## config.mk

```make
export PLATFORM = sky130hd
export DESIGN_NAME = pwr_level_seq
export DESIGN_NICKNAME = d
export VERILOG_FILES = /design/src/rtl/pls_pkg.sv /design/src/rtl/pls_off_timer.sv /design/src/rtl/pls_seq_table.sv /design/src/rtl/pls_step_index.sv /design/src/rtl/pwr_level_seq.sv
export SDC_FILE = /design/constraint.sdc
export NUM_CORES = 1
export LEC_CHECK = 0
export BUFFER_PORTS_ARGS = -buffer_cell sky130_fd_sc_hd__clkbuf_2
export CAP_MARGIN = 20
export CORE_MARGIN = 3
export CORE_UTILIZATION = 46
export DETAILED_ROUTE_END_ITERATION = 6
export HOLD_SLACK_MARGIN = 0.08
export PLACE_DENSITY_LB_ADDON = 0.12
export SLEW_MARGIN = 20
export SYNTH_ARGS = -nofsm -noshare
export SYNTH_HDL_FRONTEND = slang
export SYNTH_SLANG_ARGS = --single-unit
```

## constraint.sdc

```tcl
create_clock -name clk -period 2.8 [get_ports clk]
set_input_delay 0.28 -clock clk [delete_from_list [all_inputs] [get_ports clk]]
set_output_delay 0.28 -clock clk [all_outputs]
set_load 0.02 [all_outputs]
```

## src/rtl/pls_pkg.sv

```systemverilog
package pls_pkg;

    typedef enum logic [1:0] {
        LVL_FULL = 2'b00,
        LVL_HALF = 2'b01,
        LVL_P30  = 2'b10,
        LVL_P20  = 2'b11
    } level_e;

    typedef struct packed {
        logic a_gnd;
        logic b_gnd;
    } strap_t;

    localparam int MAX_STEPS = 3;
    localparam int IDX_W     = $clog2(MAX_STEPS);

endpackage

```

## src/rtl/pls_off_timer.sv

```systemverilog
module pls_off_timer #(
    parameter int HOLD_CYCLES = 40_000_000,
    parameter int CNT_W       = $clog2(HOLD_CYCLES + 1)
) (
    input  logic             clk,
    input  logic             rst_n,
    input  logic             pwr_ok,
    output logic             quick,
    output logic [CNT_W-1:0] off_cnt
);
    localparam logic [CNT_W-1:0] HOLD_V = CNT_W'(HOLD_CYCLES);

    typedef struct packed {
        logic [CNT_W-1:0] cnt;
    } tmr_state_t;

    tmr_state_t st_d, st_q;

    always_comb begin
        st_d = st_q;
        if (pwr_ok) begin
            st_d.cnt = '0;
        end else if (st_q.cnt < HOLD_V) begin
            st_d.cnt = st_q.cnt + 1'b1;
        end
    end

    // A cold start loads the saturated value, so the first power-up counts as normal.
    always_ff @(posedge clk or negedge rst_n) begin
        if (!rst_n) begin
            st_q.cnt <= HOLD_V;
        end else begin
            st_q <= st_d;
        end
    end

    assign off_cnt = st_q.cnt;
    assign quick   = (st_q.cnt < HOLD_V);

    assert_cnt_bounded_R4: assert property (@(posedge clk) disable iff (!rst_n)
        off_cnt <= HOLD_V);

    assert_cnt_saturates_R11: assert property (@(posedge clk) disable iff (!rst_n)
        (!pwr_ok && off_cnt == HOLD_V) |=> (off_cnt == HOLD_V));

endmodule

```

## src/rtl/pls_seq_table.sv

```systemverilog
module pls_seq_table
    import pls_pkg::*;
(
    input  strap_t           strap,
    input  logic [IDX_W-1:0] idx,
    output level_e           level,
    output logic [IDX_W-1:0] seq_len
);
    always_comb begin
        level   = LVL_FULL;
        seq_len = IDX_W'(1);
        unique case ({strap.a_gnd, strap.b_gnd})
            2'b00: begin
                seq_len = IDX_W'(1);
                level   = LVL_FULL;
            end
            2'b01: begin
                seq_len = IDX_W'(2);
                level   = (idx == IDX_W'(1)) ? LVL_P30 : LVL_FULL;
            end
            2'b10: begin
                seq_len = IDX_W'(2);
                level   = (idx == IDX_W'(1)) ? LVL_HALF : LVL_FULL;
            end
            default: begin
                seq_len = IDX_W'(3);
                case (idx)
                    IDX_W'(1): level = LVL_HALF;
                    IDX_W'(2): level = LVL_P20;
                    default:   level = LVL_FULL;
                endcase
            end
        endcase
    end

endmodule

```

## src/rtl/pls_step_index.sv

```systemverilog
module pls_step_index
    import pls_pkg::*;
(
    input  logic             clk,
    input  logic             rst_n,
    input  logic             power_rise,
    input  logic             quick,
    input  strap_t           strap_in,
    input  logic [IDX_W-1:0] seq_len,
    output logic [IDX_W-1:0] idx,
    output strap_t           strap_held
);
    typedef struct packed {
        logic [IDX_W-1:0] idx;
        strap_t           strap;
    } idx_state_t;

    idx_state_t st_d, st_q;
    logic       strap_moved;
    logic [IDX_W-1:0] idx_inc;

    always_comb begin
        st_d        = st_q;
        strap_moved = (strap_in != st_q.strap);
        idx_inc     = st_q.idx + 1'b1;
        if (power_rise) begin
            st_d.strap = strap_in;
            if (strap_moved || !quick) begin
                st_d.idx = '0;
            end else if (idx_inc >= seq_len) begin
                st_d.idx = '0;
            end else begin
                st_d.idx = idx_inc;
            end
        end
    end

    always_ff @(posedge clk or negedge rst_n) begin
        if (!rst_n) begin
            st_q.idx   <= '0;
            st_q.strap <= '0;
        end else begin
            st_q <= st_d;
        end
    end

    assign idx        = st_q.idx;
    assign strap_held = st_q.strap;

    assert_idx_in_range_R8: assert property (@(posedge clk) disable iff (!rst_n)
        idx < seq_len);

    assert_long_off_restart_R4: assert property (@(posedge clk) disable iff (!rst_n)
        (power_rise && !quick) |=> (idx == '0));

    assert_no_steps_floating_R5: assert property (@(posedge clk) disable iff (!rst_n)
        (strap_held == strap_t'(2'b00)) |-> (idx == '0));

endmodule

```

## src/rtl/pwr_level_seq.sv

```systemverilog
module pwr_level_seq
    import pls_pkg::*;
#(
    parameter int HOLD_CYCLES = 40_000_000,
    parameter int CNT_W       = $clog2(HOLD_CYCLES + 1)
) (
    input  logic       clk,
    input  logic       rst_n,
    input  logic       pwr_ok,
    input  logic       strap_a_gnd,
    input  logic       strap_b_gnd,
    output logic [1:0] level_code,
    output logic       level_valid
);
    typedef struct packed {
        logic pwr;
    } top_state_t;

    top_state_t       st_d, st_q;
    logic             power_rise;
    logic             quick;
    logic [CNT_W-1:0] off_cnt;
    logic [IDX_W-1:0] idx;
    logic [IDX_W-1:0] seq_len;
    strap_t           strap_in;
    strap_t           strap_held;
    level_e           level;

    assign strap_in   = '{a_gnd: strap_a_gnd, b_gnd: strap_b_gnd};
    assign power_rise = pwr_ok && !st_q.pwr;

    always_comb begin
        st_d     = st_q;
        st_d.pwr = pwr_ok;
    end

    always_ff @(posedge clk or negedge rst_n) begin
        if (!rst_n) begin
            st_q.pwr <= 1'b0;
        end else begin
            st_q <= st_d;
        end
    end

    pls_off_timer #(
        .HOLD_CYCLES (HOLD_CYCLES),
        .CNT_W       (CNT_W)
    ) u_timer (
        .clk     (clk),
        .rst_n   (rst_n),
        .pwr_ok  (pwr_ok),
        .quick   (quick),
        .off_cnt (off_cnt)
    );

    pls_step_index u_index (
        .clk        (clk),
        .rst_n      (rst_n),
        .power_rise (power_rise),
        .quick      (quick),
        .strap_in   (strap_in),
        .seq_len    (seq_len),
        .idx        (idx),
        .strap_held (strap_held)
    );

    pls_seq_table u_table (
        .strap   (strap_held),
        .idx     (idx),
        .level   (level),
        .seq_len (seq_len)
    );

    assign level_valid = st_q.pwr;
    assign level_code  = level_valid ? level : LVL_FULL;

    assert_timer_clear_on_R2: assert property (@(posedge clk) disable iff (!rst_n)
        level_valid |-> (off_cnt == '0));

    assert_stable_while_on_R10: assert property (@(posedge clk) disable iff (!rst_n)
        (level_valid && $past(level_valid)) |-> $stable(level_code));

    assert_strap_change_restart_R9: assert property (@(posedge clk) disable iff (!rst_n)
        (power_rise && (strap_in != strap_held)) |=> (level_code == LVL_FULL));

endmodule

```

# Word-level counts from Yosys, hierarchy flattened
# Index checks and enable logic that the tools add are counted.
[word_totals] mem_bits_rw=0 memories=0 mem_bits_ro=0 out_inout_bits=3 ff_bits=31 latch_bits=0 in_bits=5
[op_classes] n_shift=0 mul=0 n_bitwise=0 mux=10 div_mod_pow=0 magnitude_cmp=2 reduce_logical=7 eq_ne=5 addsub=2
[op_table] cell="$mux 26" count=2
[op_table] cell="$add 26x1->26 const B" count=1
[op_table] cell="$lt 26x26->1 const B" count=1
[op_table] cell="$mux 2" count=4
[op_table] cell="$pmux 2 s2" count=2
[op_table] cell="$pmux 2 s3" count=1
[op_table] cell="$eq 2x1->1 const B" count=2
[op_table] cell="$eq 2x2->1 const B" count=2
[op_table] cell="$add 2x1->2 const B" count=1
[op_table] cell="$ge 2x2->1" count=1
[op_table] cell="$logic_not 1->1" count=2
[op_table] cell="$logic_not 2->1" count=1
[op_table] cell="$ne 2x2->1" count=1
[op_table] cell="$reduce_bool 2->1" count=1
[op_table] cell="$reduce_or 2->1" count=1
[op_table] cell="$logic_and 1x1->1" count=1
[op_table] cell="$logic_or 1x1->1" count=1
[op_table] cell="$mux 1" count=1

# Depth between registers and ports, before layout
[depth] depth_word=6 mapped_depth=8

# Hierarchy
# From an unflattened synthesis, not the netlist that was laid out.
[hier_totals] hier_cells=207 hier_area_um2=1859.3
[modules_own_cells] module="pls_off_timer" area_per_inst_um2=1450.1 seq_area_each_um2=660.6 cells_each=165 n_inst=1
[modules_own_cells] module="pls_step_index" area_per_inst_um2=241.5 seq_area_each_um2=100.1 cells_each=21 n_inst=1
[modules_own_cells] module="pls_seq_table" area_per_inst_um2=123.9 seq_area_each_um2=0.0 cells_each=17 n_inst=1
[modules_own_cells] module="pwr_level_seq" area_per_inst_um2=43.8 seq_area_each_um2=25.0 cells_each=4 n_inst=1

# Worst setup path before layout
# No wires, ideal clock.
[synth_path] kind="reg2reg" startpoint="register u_timer.st_q (netlist bit u_timer.off_cnt[16])" endpoint="register u_timer.st_q (netlist bit u_timer.off_cnt[10])" synth_period_minus_slack_ps=2055 slack_ps=745 path_buffers=1 t_required_ps=2675 stages_incl_launch_ff=7 arrival_time_ps=1930 path_cell_list="dfrtp_1 -> or3_1 -> o31a_1 -> buf_6 -> or2_1 -> and3_1 -> mux2_4"
[synth_via] elab_chain_len=2
[synth_rtl] item="from (decl)" line_no="pls_off_timer.sv:17" source="tmr_state_t st_d, st_q;"
[synth_rtl] item="from (signal assigned)" line_no="pls_off_timer.sv:33" source="st_q <= st_d;"
[synth_rtl] item="$lt 26x26->1" line_no="pls_off_timer.sv:23" source="end else if (st_q.cnt < HOLD_V) begin"
[synth_rtl] item="$reduce_bool 2->1 (no line)"
# Every way passes these cells.
# A chain may end at the register's enable or synchronous reset.

# Worst setup path after layout
[layout_path] startpoint="register u_timer.st_q (netlist bit u_timer.off_cnt[16])" endpoint="register u_timer.st_q (netlist bit u_timer.off_cnt[5])"
# The elaborated chain is that of the path after synthesis.

==> impl_metrics.tcl <==
set metrics [dict create \
    power_uw 908 \
    clock_latency_ns 0.28 \
    grt_pass1_vias 1622 \
    max_freq_ghz 0.416 \
    seq_area_frac_synth_pct 40.4 \
    cp_slowest_stage_delay_ns 0.55 \
    io_pins 8 \
    grt_max_degree 37 \
    nets 236 \
    reg2reg_to "u_timer.off_cnt[5]" \
    cts.sinks 31 \
    synth-edff-count 0 \
    slowest_stage "nor2_2" \
    dp_slack_ns 0.405 \
    grt_pass1_wl_um 7630 \
    worstPathCellList "or3_1, o31a_1, nor2_2, nor4_1, mux2_1" \
    die_h_um 71.1 \
    gp_congestion 0.811 \
    syn_to_final_growth_pct 8.93 \
    portBuffers 7 \
    dr.pass1.iters 4 \
    dp_hpwl_um 2970 \
    synth_top_area_share_pct 29.6 \
    required_ns 2.97 \
    synth_flop_cell "dfrtp_1" \
    crit_type "flip-flop to flip-flop" \
    finalCriticalPeriod_ns 2.40 \
    synth_area_leaders "dfrtp_1 (30%), dfstp_2 (11%), ha_1 (5.8%)" \
    syn-num-nets 229 \
    arrival_ns 2.57 \
    status "finished, final reports clean" \
    synth_top_family_by_area "simple AND/OR/NAND/NOR gates" \
    finalHoldViolCount 0 \
    wirelength_um 4260 \
    cts-buffers-inserted 5 \
    ant_nets 0 \
    track_usage_pct 18.9 \
    grt_antenna_before_repair 0 \
    syn_area_per_cell_um2 9.06 \
    crit_path_start_kind "flip-flop" \
    clock_skew_ns 0.00605 \
    max-cap-violations 0 \
    layout_setup_ws_ns 0.399 \
    synth.most_common_cell "dfrtp_1" \
    synthArstFlopShare_pct 100 \
    clk_pin_slew_ns 0.07 \
    ir_drop_mv 0.209 \
    finalNonFillerCells 273 \
    critical-path-top-delay-family "simple AND/OR/NAND/NOR gates" \
    overflow 0 \
    synth-seq-cells 31 \
    clockRootBuffer "clkbuf_8" \
    routed_via_density 6.00 \
    worst_slew_pin_slew_ns 0.783 \
    endpoint_kind "flip-flop" \
    synth.distinct_cells 42 \
    crit_cells 5 \
    rows 23 \
    core_um2 4030 \
    drv_slew 0 \
    powerDensity_nw_per_um2 428 \
    setup_viol 0 \
    ctsResizeCount 0 \
    rrSetupSlack_ns 0.40 \
    yosys.area.top_type "dfrtp_1" \
    synth_xor_area_share_pct 0.900 \
    rr_worst_depth 5 \
    htree_levels 2 \
    dieWidth_um 71.1 \
    vias 1638 \
    cts_tree "built" \
    clk_path_buf_depth 2 \
    avgRoutedWirePerCell_um 15.6 \
    grt_setup_unrepaired "false" \
    fin_util_pct 52.6 \
    reg2reg_from "u_timer.off_cnt[16]" \
    leakage_uw 0.000815 \
    crit_fanout 17 \
    cts_hold_buffers 0 \
    crit_buf_inv 0 \
    ys_warn_count 0 \
    finalCritPeriodShare_pct 85.8 \
    initial_core_util_pct 48.3 \
    ys_top_cells_by_count "dfrtp_1 (23), a21oi_1 (17), o21ai_0 (17)" \
    yosys.area_share.simple_pct 25.1 \
    hold_path.class "primary input to asynchronous set/reset pin" \
    dp_cells 265 \
    drt_iter0_drc 105 \
    synthMuxAreaShare_pct 4.88 \
    syn-cell-area_um2 1950 \
    drc 0 \
    synthAdderAreaFrac_pct 5.78 \
    diodes 0 \
    syn_inst 215 \
    dieArea_um2 5050 \
    relSlewSlack_pct 47.8 \
    cts_setup_buffers 0 \
    synth_compound_area_share_pct 19.2 \
    fin_tns_setup_ns 0 \
    drive_above_1_share_pct 14.3 \
]
[worst register-to-register path, cell delays in order, from the launching register on]
cell and delay, ns:
dfrtp_1 0.42, or3_1 0.41, o31a_1 0.45, nor2_2 0.55
nor4_1 0.13, mux2_1 0.33
[routing by layer]
layer	vias to the layer above	part of all wire (%)	global-route usage [%]
li1	825	-	-
met1	779	48	25.5
met2	26	47	29.7
met3	8	3.4	4.26
met4	0	2.0	7.31
met5	-	0	0
[cell type report]
type	instances	area (um2)
multi-input combinational	167	1090
inverter	7	26.3
sequential	31	786
tap	50	62.6
clock buffer	7	76.3
clock inverter	1	5.00
fill	386	1910
timing repair buffer	10	70.1
[state kept, by name, indices dropped and copies added (netlist names)]
name / cells
u_index.strap_held: 2
level_valid: 1
u_index.idx: 2
u_timer.off_cnt: 26
[worst max-delay path by stage]
| stage | start | end | slack (ns) |
|---|---|---|---|
| final | u_timer.off_cnt[16] | u_timer.off_cnt[5] | 0.40 |
| after global routing | u_timer.off_cnt[16] | u_timer.off_cnt[5] | 0.24 |
| after CTS | u_timer.off_cnt[16] | u_timer.off_cnt[5] | 0.40 |
| after detailed placement | u_timer.off_cnt[16] | u_timer.off_cnt[5] | 0.40 |
| after global placement | u_timer.off_cnt[16] | u_timer.off_cnt[5] | 0.48 |
| after floorplan | u_timer.off_cnt[16] | u_timer.off_cnt[10] | 0.74 |
[logic make-up after synthesis]
group                      after synthesis
and+or+nand+nor                         90
xor gates and xnor gates                 2
AOI/OAI and AO/OA                       58
adders and majority gates                9
DFF                                     31
muxes                                    8
buffers and inverters                   17
[report_power, final]
group / internal [uW] / switching [uW] / total [uW] / leakage, uW
combinational: 38.7 / 60.1 / 98.8 / 0.000378
sequential: 461 / 12.9 / 474 / 0.000395
clock: 174 / 161 / 335 / 0.0000422
total: 674 / 234 / 908 / 0.000815
[per-stage QoR]
stage | instance area (um2) | hold WS (ns)
global placement | 2040 | 0.384
detailed placement | 2040 | 0.406
finish | 2120 | 0.0689
floorplan | 1950 | -0.0156
CTS | 2120 | 0.0938
global route | 2120 | 0.123
[placed cells by master, fill, tap and decap left out, drive strengths merged, types with 2 or more instances in the layout]
master,instances
o31ai,8
nor2,17
nand2,13
or2,2
o21a,2
a21oi,17
dfrtp,23
or3,10
o21ai,17
or4,7
nand4,7
nor4,3
nor2b,7
clkbuf,14
mux2,6
and2,2
o311ai,2
nor3,6
dfstp,8
nor4b,2
o2111ai,5
and3,3
ha,9
nand3,9
xor2,2
o31a,2
buf,3
inv,7
mux2i,2
Note: power is estimated with default switching activity, not from simulation.
